===== config.mk =====
export PLATFORM = sky130hd
export DESIGN_NAME = blkop_flag_unit
export DESIGN_NICKNAME = d
export VERILOG_FILES = /design/src/rtl/blkop_pkg.sv /design/src/rtl/blkop_arith.sv /design/src/rtl/blkop_flagmux.sv /design/src/rtl/blkop_flag_unit.sv
export SDC_FILE = /design/constraint.sdc
export NUM_CORES = 1
export LEC_CHECK = 0
export BUFFER_PORTS_ARGS = -buffer_cell sky130_fd_sc_hd__buf_2
export CORE_AREA = 2 2 82 84
export DETAILED_ROUTE_END_ITERATION = 12
export DIE_AREA = 0 0 84 86
export PLACE_DENSITY = 0.7
export SLEW_MARGIN = 30
export SYNTH_ARGS = -nofsm -noshare
export SYNTH_HDL_FRONTEND = slang
export SYNTH_SLANG_ARGS = --single-unit

===== constraint.sdc =====
create_clock -name clk -period 6.9 [get_ports clk]
set_input_delay 0.345 -clock clk [delete_from_list [all_inputs] [get_ports clk]]
set_output_delay 0.345 -clock clk [all_outputs]
set_load 0.1 [all_outputs]

===== src/rtl/blkop_pkg.sv =====
package blkop_pkg;
    typedef enum logic [1:0] {
        GRP_COPY = 2'b00,
        GRP_CMP  = 2'b01,
        GRP_IN   = 2'b10,
        GRP_OUT  = 2'b11
    } grp_e;

    typedef struct packed {
        logic rep;
        grp_e grp;
        logic dec;
    } op_t;

    localparam int FB_S  = 7;
    localparam int FB_Z  = 6;
    localparam int FB_F5 = 5;
    localparam int FB_H  = 4;
    localparam int FB_F3 = 3;
    localparam int FB_PV = 2;
    localparam int FB_N  = 1;
    localparam int FB_C  = 0;
endpackage


===== src/rtl/blkop_arith.sv =====
module blkop_arith
    import blkop_pkg::*;
#(
    parameter int BYTE_W = 8
) (
    input  op_t               op,
    input  logic [BYTE_W-1:0] acc,
    input  logic [BYTE_W-1:0] data,
    input  logic [2*BYTE_W-1:0] bc_in,
    input  logic [BYTE_W-1:0] l_reg,
    output logic [2*BYTE_W-1:0] bc_dec,
    output logic [BYTE_W-1:0] b_dec,
    output logic [BYTE_W-1:0] copy_sum,
    output logic [BYTE_W-1:0] cmp_diff,
    output logic              cmp_half,
    output logic [BYTE_W-1:0] cmp_adj,
    output logic [BYTE_W:0]   io_sum
);
    localparam int HALF_W = BYTE_W / 2;

    logic [BYTE_W-1:0] c_adj;
    logic [BYTE_W-1:0] io_addend;

    always_comb begin
        bc_dec   = bc_in - 1'b1;
        b_dec    = bc_in[2*BYTE_W-1:BYTE_W] - 1'b1;
        copy_sum = acc + data;
        cmp_diff = acc - data;
        cmp_half = acc[HALF_W-1:0] < data[HALF_W-1:0];
        cmp_adj  = cmp_diff - {{(BYTE_W-1){1'b0}}, cmp_half};
        c_adj    = op.dec ? (bc_in[BYTE_W-1:0] - 1'b1) : (bc_in[BYTE_W-1:0] + 1'b1);
        io_addend = (op.grp == GRP_OUT) ? l_reg : c_adj;
        io_sum   = {1'b0, data} + {1'b0, io_addend};
    end
endmodule


===== src/rtl/blkop_flagmux.sv =====
module blkop_flagmux
    import blkop_pkg::*;
#(
    parameter int BYTE_W    = 8,
    parameter int COST_LOOP = 6,
    parameter int COST_COPY = 5,
    parameter int COST_CMP  = 4,
    parameter int COST_IO   = 5,
    parameter int NOP_W     = 3
) (
    input  op_t                 op,
    input  logic [BYTE_W-1:0]   acc,
    input  logic [BYTE_W-1:0]   data,
    input  logic [2*BYTE_W-1:0] bc_in,
    input  logic [BYTE_W-1:0]   flags_in,
    input  logic [2*BYTE_W-1:0] bc_dec,
    input  logic [BYTE_W-1:0]   b_dec,
    input  logic [BYTE_W-1:0]   copy_sum,
    input  logic [BYTE_W-1:0]   cmp_diff,
    input  logic                cmp_half,
    input  logic [BYTE_W-1:0]   cmp_adj,
    input  logic [BYTE_W:0]     io_sum,
    output logic [BYTE_W-1:0]   flags_nx,
    output logic [2*BYTE_W-1:0] bc_nx,
    output logic                rep_nx,
    output logic [NOP_W-1:0]    nops_nx
);
    logic bc_live;
    logic b_live;
    logic match;

    always_comb begin
        bc_live  = |bc_dec;
        b_live   = |b_dec;
        match    = (acc == data);
        flags_nx = flags_in;
        bc_nx    = bc_dec;
        rep_nx   = 1'b0;
        nops_nx  = NOP_W'(COST_COPY);
        unique case (op.grp)
            GRP_COPY: begin
                flags_nx[FB_H]  = 1'b0;
                flags_nx[FB_N]  = 1'b0;
                flags_nx[FB_PV] = bc_live;
                flags_nx[FB_F5] = copy_sum[1];
                flags_nx[FB_F3] = copy_sum[3];
                rep_nx  = op.rep & bc_live;
                nops_nx = NOP_W'(COST_COPY);
            end
            GRP_CMP: begin
                flags_nx[FB_S]  = cmp_diff[BYTE_W-1];
                flags_nx[FB_Z]  = match;
                flags_nx[FB_H]  = cmp_half;
                flags_nx[FB_N]  = 1'b1;
                flags_nx[FB_PV] = bc_live;
                flags_nx[FB_F5] = cmp_adj[1];
                flags_nx[FB_F3] = cmp_adj[3];
                rep_nx  = op.rep & bc_live & ~match;
                nops_nx = NOP_W'(COST_CMP);
            end
            GRP_IN, GRP_OUT: begin
                bc_nx           = {b_dec, bc_in[BYTE_W-1:0]};
                flags_nx[FB_S]  = b_dec[BYTE_W-1];
                flags_nx[FB_Z]  = ~b_live;
                flags_nx[FB_F5] = b_dec[5];
                flags_nx[FB_F3] = b_dec[3];
                flags_nx[FB_N]  = data[BYTE_W-1];
                flags_nx[FB_H]  = io_sum[BYTE_W];
                flags_nx[FB_C]  = io_sum[BYTE_W];
                flags_nx[FB_PV] = ~^({{(BYTE_W-3){1'b0}}, io_sum[2:0]} ^ b_dec);
                rep_nx  = op.rep & b_live;
                nops_nx = NOP_W'(COST_IO);
            end
            default: ;
        endcase
        if (rep_nx) begin
            nops_nx = NOP_W'(COST_LOOP);
        end
    end
endmodule


===== src/rtl/blkop_flag_unit.sv =====
module blkop_flag_unit
    import blkop_pkg::*;
#(
    parameter int BYTE_W    = 8,
    parameter int COST_LOOP = 6,
    parameter int COST_COPY = 5,
    parameter int COST_CMP  = 4,
    parameter int COST_IO   = 5,
    parameter int NOP_W     = $clog2(COST_LOOP + 1)
) (
    input  logic                clk,
    input  logic                rst_n,
    input  logic                valid_in,
    input  logic [3:0]          op,
    input  logic [BYTE_W-1:0]   acc,
    input  logic [BYTE_W-1:0]   data,
    input  logic [2*BYTE_W-1:0] bc_in,
    input  logic [BYTE_W-1:0]   l_reg,
    input  logic [BYTE_W-1:0]   flags_in,
    output logic                valid_out,
    output logic [BYTE_W-1:0]   flags_out,
    output logic [2*BYTE_W-1:0] bc_out,
    output logic                repeat_req,
    output logic [NOP_W-1:0]    nops
);
    typedef enum logic {ST_WAIT, ST_EMIT} state_e;

    state_e state_q, state_d;
    op_t    op_s;

    logic [2*BYTE_W-1:0] bc_dec;
    logic [BYTE_W-1:0]   b_dec, copy_sum, cmp_diff, cmp_adj, flags_nx;
    logic                cmp_half, rep_nx;
    logic [BYTE_W:0]     io_sum;
    logic [2*BYTE_W-1:0] bc_nx;
    logic [NOP_W-1:0]    nops_nx;

    assign op_s = op_t'(op);

    blkop_arith #(.BYTE_W(BYTE_W)) u_arith (
        .op(op_s), .acc(acc), .data(data), .bc_in(bc_in), .l_reg(l_reg),
        .bc_dec(bc_dec), .b_dec(b_dec), .copy_sum(copy_sum), .cmp_diff(cmp_diff),
        .cmp_half(cmp_half), .cmp_adj(cmp_adj), .io_sum(io_sum)
    );

    blkop_flagmux #(
        .BYTE_W(BYTE_W), .COST_LOOP(COST_LOOP), .COST_COPY(COST_COPY),
        .COST_CMP(COST_CMP), .COST_IO(COST_IO), .NOP_W(NOP_W)
    ) u_flagmux (
        .op(op_s), .acc(acc), .data(data), .bc_in(bc_in), .flags_in(flags_in),
        .bc_dec(bc_dec), .b_dec(b_dec), .copy_sum(copy_sum), .cmp_diff(cmp_diff),
        .cmp_half(cmp_half), .cmp_adj(cmp_adj), .io_sum(io_sum),
        .flags_nx(flags_nx), .bc_nx(bc_nx), .rep_nx(rep_nx), .nops_nx(nops_nx)
    );

    always_comb begin
        state_d = state_q;
        unique case (state_q)
            ST_WAIT: state_d = valid_in ? ST_EMIT : ST_WAIT;
            ST_EMIT: state_d = valid_in ? ST_EMIT : ST_WAIT;
            default: state_d = ST_WAIT;
        endcase
    end

    always_ff @(posedge clk) begin
        if (!rst_n) state_q <= ST_WAIT;
        else        state_q <= state_d;
    end

    always_ff @(posedge clk) begin
        if (!rst_n) begin
            flags_out  <= '0;
            bc_out     <= '0;
            repeat_req <= 1'b0;
            nops       <= '0;
        end else if (valid_in) begin
            flags_out  <= flags_nx;
            bc_out     <= bc_nx;
            repeat_req <= rep_nx;
            nops       <= nops_nx;
        end
    end

    assign valid_out = (state_q == ST_EMIT);
endmodule


After elaboration in Yosys (flattened, before gate mapping):

Index checks and enable logic that the tools add are counted.

* register bits after elaboration: 29
* input bits: 55
* output and inout port bits: 29
* logic and storage cells: 40

* add/sub/neg operators: 8
* magnitude comparators: 1
* eq/ne operators: 4
* muxes and demuxes: 10
* bitwise gates (word level): 6
* reduce and logical (&&, ||, !) cells: 6

Operators with widths (number)
* two-way mux 16 bit: 1
* two-way mux 8 bit: 2
* OR reduction 16 bit: 1
* subtractor 16 x 1 -> 16 bit (second input constant): 1
* subtractor 8 x 1 -> 8 bit (second input constant): 2
* case mux 5 bit (3 select lines): 1
* adder 8 x 8 -> 9 bit: 1
* adder 8 x 1 -> 8 bit (second input constant): 1
* equality test 8 bit: 1
* OR reduction 8 bit: 1
* XNOR reduction 8 bit: 1
* subtractor 8 bit: 1
* XOR 3 x 8 -> 8 bit: 1
* case mux 3 bit (2 select lines): 1
* adder 4 bit: 1
* equality test 2 bit (second input constant): 2
* < comparator 4 bit: 1
* case mux 2 bit (2 select lines): 1
* subtractor 4 x 1 -> 4 bit: 1
* bitwise AND 1 bit: 3
* two-way mux 3 bit: 1
* case mux 1 bit (3 select lines): 1
* OR reduction 3 bit: 1
* equality test 2 x 1 -> 1 bit (second input constant): 1
* other kinds (4): 6

Longest topological paths before layout:

* depth after elaboration: 7
* mapped depth: 14
* depth with buffers taken out: 13

Cells and area by module:

From an unflattened synthesis, not the netlist that was laid out.

* cell total of the unflattened synthesis: 423
* area total of the unflattened synthesis: 3520.9 um^2

By module, submodules not included
* blkop_arith: times used 1, cells an instance 250, area each 1821.7 um^2, seq. area each 0.0 um^2
* blkop_flag_unit: times used 1, cells an instance 92, area each 1093.5 um^2, seq. area each 580.6 um^2
* blkop_flagmux: times used 1, cells an instance 81, area each 605.6 um^2, seq. area each 0.0 um^2

Least setup slack after synthesis:

Ideal clock, no wire load.

* kind: in2reg
* start: input op[1]
* end: register flags_out[2]
* library setup time: 86 ps
* data arrival time: 2645 ps
* data required time: 6814 ps
* path slack: 4169 ps
* stages: 14
* buffers on the path: 2
* cell sequence: clkbuf_1 -> nand2_1 -> clkbuf_1 -> nor2_1 -> a21oi_1 -> ha_1 -> inv_1 -> fa_1 -> xnor2_1 -> xnor2_1 -> xnor2_1 -> xnor2_1 -> mux2i_1 -> a211oi_1

* longest elaborated chain between the ends: 6
* elaborated cells between the ends (all ways): 10
* classes of those cells: add/sub: 1; eq/ne: 3; mux: 2; bitwise: 1; reduce/logical: 3

Ends and longest elaborated chain
* from (decl): line blkop_flag_unit.sv:14 `input logic [3:0] op,`
* equality test 2 bit: line blkop_arith.sv:32, blkop_flagmux.sv:40
* two-way mux 8 bit: line blkop_arith.sv:32 `io_addend = (op.grp == GRP_OUT) ? l_reg : c_adj;`
* adder 8 x 8 -> 9 bit: line blkop_arith.sv:33 `io_sum = {1'b0, data} + {1'b0, io_addend};`
* XOR 3 x 8 -> 8 bit: line blkop_flagmux.sv:70 `flags_nx[FB_PV] = ~^({{(BYTE_W-3){1'b0}}, io_sum[2:0]} ^ b_dec);`
* XNOR reduction 8 bit: line blkop_flagmux.sv:70
* case mux 5 bit (3 select lines) (*): line blkop_flagmux.sv:40 `unique case (op.grp)`
* to (signal assigned): line blkop_flag_unit.sv:77 `flags_out <= flags_nx;`
* to (decl): line blkop_flag_unit.sv:21 `output logic [BYTE_W-1:0] flags_out,`

Every way passes the cells marked *; elsewhere a longest branch is shown, timed or not.
A chain may end at the register's enable or synchronous reset.

Final worst setup path:

* start: input op[0]
* end: register flags_out[4]

* longest elaborated chain between the ends: 4

Ends and longest elaborated chain
* two-way mux 8 bit: line blkop_arith.sv:31 `c_adj = op.dec ? (bc_in[BYTE_W-1:0] - 1'b1) : (bc_in[BYTE_W-1:0] + 1'b1);`
* two-way mux 8 bit: line blkop_arith.sv:32
* adder 8 x 8 -> 9 bit: line blkop_arith.sv:33
* case mux 5 bit (3 select lines): line blkop_flagmux.sv:40

No other way between the ends.

==> out/results.txt <==
status -> finished, final reports clean
final setup vio count -> 0
met2 Use GR -> 30.5%
routing usage on met1 -> 23.2%
# clock sinks -> 28
first-pass GRT wire length -> 10.8 mm
P_int -> 0.000313 W
Final #Nets -> 491
Seq pwr share -> 31.6%
register bit total from synthesis -> 28
worst reg-to-reg path cell count -> 3
Final GP Congestion -> 0.841
fin crit share -> 42.7%
CTS Buf Count -> 3
DR WL/cell -> 13.3 µm
XOR/XNOR share of the synthesized area -> 14.1%
most common flop cell mapped by yosys -> dfxtp_1
Fin Setup TNS -> 0 ns
Hold EP -> nops[0]$_SDFFE_PN0P_
Final Skew -> 0 ns
post-DP HPWL -> 5.22 mm
Post-synth EDFFs -> 0
CP Class -> in -> reg
Worst-path clk slew -> 0.09 ns
worst vdd ir -> 0.125 mV
via/cell ratio -> 5.28
routed vias -> 2,524
Clock Path Buffers -> 2
Die Wd -> 84 µm
antenna-violating nets left -> 0
grt met3 use -> 3.08%
ys async rst share -> 0%
dominant cells by area after synthesis -> dfxtp_1 (20%), ha_1 (14%), xnor2_1 (9.9%)
Final Max Tran Viols -> 0
DRC Markers -> 0
post-CTS setup buffer count -> 0
Max Fclk -> 340 MHz
post-synthesis simple-gate area fraction -> 19.5%
CTS H-tree lvls -> 1
GRT Util Overall -> 17.9%
sequential fraction of the synthesis area -> 20.4%
Place WS -> 3.67 ns
Die ar. -> 7220 µm²
commonest cells in the netlist -> nor2_1 (39), a21oi_1 (32), xnor2_1 (31)
core region area -> 6280 µm²
type of the worst min-delay path -> in -> reg
Post-Syn Instances -> 337
CP peak stage delay -> 0.56 ns
Crit Reg-Reg Endpoint -> nops[1]$_SDFFE_PN0P_
Req. time, crit path -> 7.04 ns
Compound-Gate Fraction of Synth Area -> 19.2%
Yosys top cell area share -> 20.4%
CTS tree -> done
Crit path top cell by count -> a21oi_1
clk_lat worst skew -> 0.27 ns
DR pass1 iterations -> 4
IO Port Bufs -> 78
largest family of logic cells by synthesized area -> simple AND/OR/NAND/NOR gates
initial antenna violation count -> 0
critical-path maximum fanout -> 8
worst flop-to-flop path startpoint -> nops[1]$_SDFFE_PN0P_
DR iter-0 viols -> 151
CTS Hold Bufs -> 0
WL final -> 6.34 mm
Clock power frac -> 15.4%
critical-path cell list -> buf_2, fa_1, a21o_1, a21oi_1, o21bai_1, a21oi_1, xnor2_1, mux2_2, ha_1, o41ai_1, a2bb2oi_1, a21oi_1
post-CTS sizing -> 0
Initial Util -> 43.7%
Syn Nets -> 425
Root Buffer -> clkbuf_8
largest area contributor in the netlist -> dfxtp_1
hold_sp -> op[3]
Area Overhead vs Synth -> 14.0%
mapped cell area -> 2740 µm²
top-count cell post-synth -> nor2_1
mux cell area share after synthesis -> 2.97%
clock period minus worst slack -> 2.94 ns
Cell Count, Final, Fillers Out -> 478
Die H -> 86 µm
RSZ-0062 raised after global routing -> no
Fin Hold WS -> 0.301 ns
switching power -> 0.000260 W
Max-Cap Viols -> 0
Setup crit start kind -> primary input
Worst-Margin Slew -> 0.808 ns
count of different cell masters after synthesis -> 52
Sw Ratio -> 45.4%
layout cell share with drive strength beyond 1 -> 21.9%
CP Capture Type -> flip-flop
CP arrival -> 3.08 ns
r2r setup slk -> 6.09 ns
hold depth -> 2
FP Rows -> 29
Logic pwr share -> 53.0%
PwrDens -> 183 nW/µm²
Synth Warn # -> 0
dpl cells -> 475
diodes inserted -> 0
static leakage -> 1.43 nW
Critical-path top delay cell -> o41ai_1
vias in the first global route -> 2,466
relative slew slack -> 45.7%
Hold Vio Cnt, Final -> 0
final worst slack -> 3.96 ns
GR peak layer -> met2
syn avg cell area -> 8.14 µm²
grt total ovfl -> 0
Synth Area in Adders -> 15.9%
num ports -> 84
largest net degree at the start of global routing -> 49
## cell families after synthesis
group                      after synthesis
muxes                                    8
xor gates and xnor gates                44
and+or+nand+nor                        103
AOI/OAI and AO/OA                       84
adders and majority gates               33
DFF                                     28
buffers and inverters                   37
## registers in the layout, summed over array words and instances, names as in the netlist
| name | flops |
|---|---|
| bc_out | 16 |
| flags_out | 8 |
| nops | 3 |
| valid_out | 1 |
## worst max-delay path, delay by kind of cell
kind / cells / cell delay [ns]
adders and majority gates: 2 / 0.67
xor gates and xnor gates: 1 / 0.08
buffers and inverters: 1 / 0.16
muxes: 1 / 0.27
AOI/OAI and AO/OA: 7 / 1.55
## worst max-delay path by stage
stage / from / slack (ns) / to
final: op[0] / 3.96 / flags_out[4]$_SDFFE_PN0P_
after global routing: op[2] / 3.74 / flags_out[4]$_SDFFE_PN0P_
after CTS: bc_in[2] / 3.94 / flags_out[4]$_SDFFE_PN0P_
after detailed placement: bc_in[2] / 3.67 / flags_out[4]$_SDFFE_PN0P_
after global placement: op[0] / 3.67 / flags_out[4]$_SDFFE_PN0P_
after floorplan: op[1] / 4.17 / flags_out[2]$_SDFFE_PN0P_
## per-stage QoR
step	total power [W]	area, µm²	utilization (%)
global route	0.000612	3130	49.8
detailed placement	0.000488	3090	49.2
CTS	0.000577	3130	49.8
global placement	0.000484	3090	49.2
floorplan	0.000431	2740	-
finish	0.000573	3130	49.8
## power groups by stage
stage | Sequential, W | Combinational [W] | Clock, W
after floorplan | 0.000279 | 0.000152 | 0
after global placement | 0.000184 | 0.000299 | 0
after detailed placement | 0.000185 | 0.000304 | 0
after CTS | 0.000181 | 0.000305 | 0.0000914
after global routing | 0.000183 | 0.000330 | 0.0000988
final | 0.000181 | 0.000304 | 0.0000884
## layer usage
metal	vias to the layer above	part of all wire, %
met1	1135	47
li1	1308	-
met4	0	1.4
met2	74	45
met5	-	0
met3	7	6.3
## area by class of cell
cell class	instances	area [µm²]
multi-input cells	272	1960
fillers	644	3150
well taps	77	96.3
clock buffers	3	41.3
inverters	20	75.1
flip-flops and latches	28	561
repair buffers	78	390
## cell usage in the layout, fill, tap and decap left out, types with 2 or more instances in the layout
cell type  synthesis  final
buf_2              0     78
nor2_1            39     39
a21oi_1           32     32
xnor2_1           31     31
ha_1              30     30
dfxtp_1           28     28
inv_1             20     20
nand2_1           18     18
xor2_1            13     13
o21ai_0           13     13
a211oi_1           9      9
mux2i_1            7      7
nand2b_1           7      7
nor2b_1            7      7
a21o_1             6      6
nor3_1             5      5
a31oi_1            5      5
nand3_1            5      5
nand4_1            5      5
nor4_1             4      4
o211ai_1           4      4
fa_1               3      3
clkbuf_8           5      3
o31a_1             2      2
o41ai_1            2      2
and3_1             2      2
nor3b_1            2      2
a22oi_1            2      2
Power figures use the tool's default switching activity.
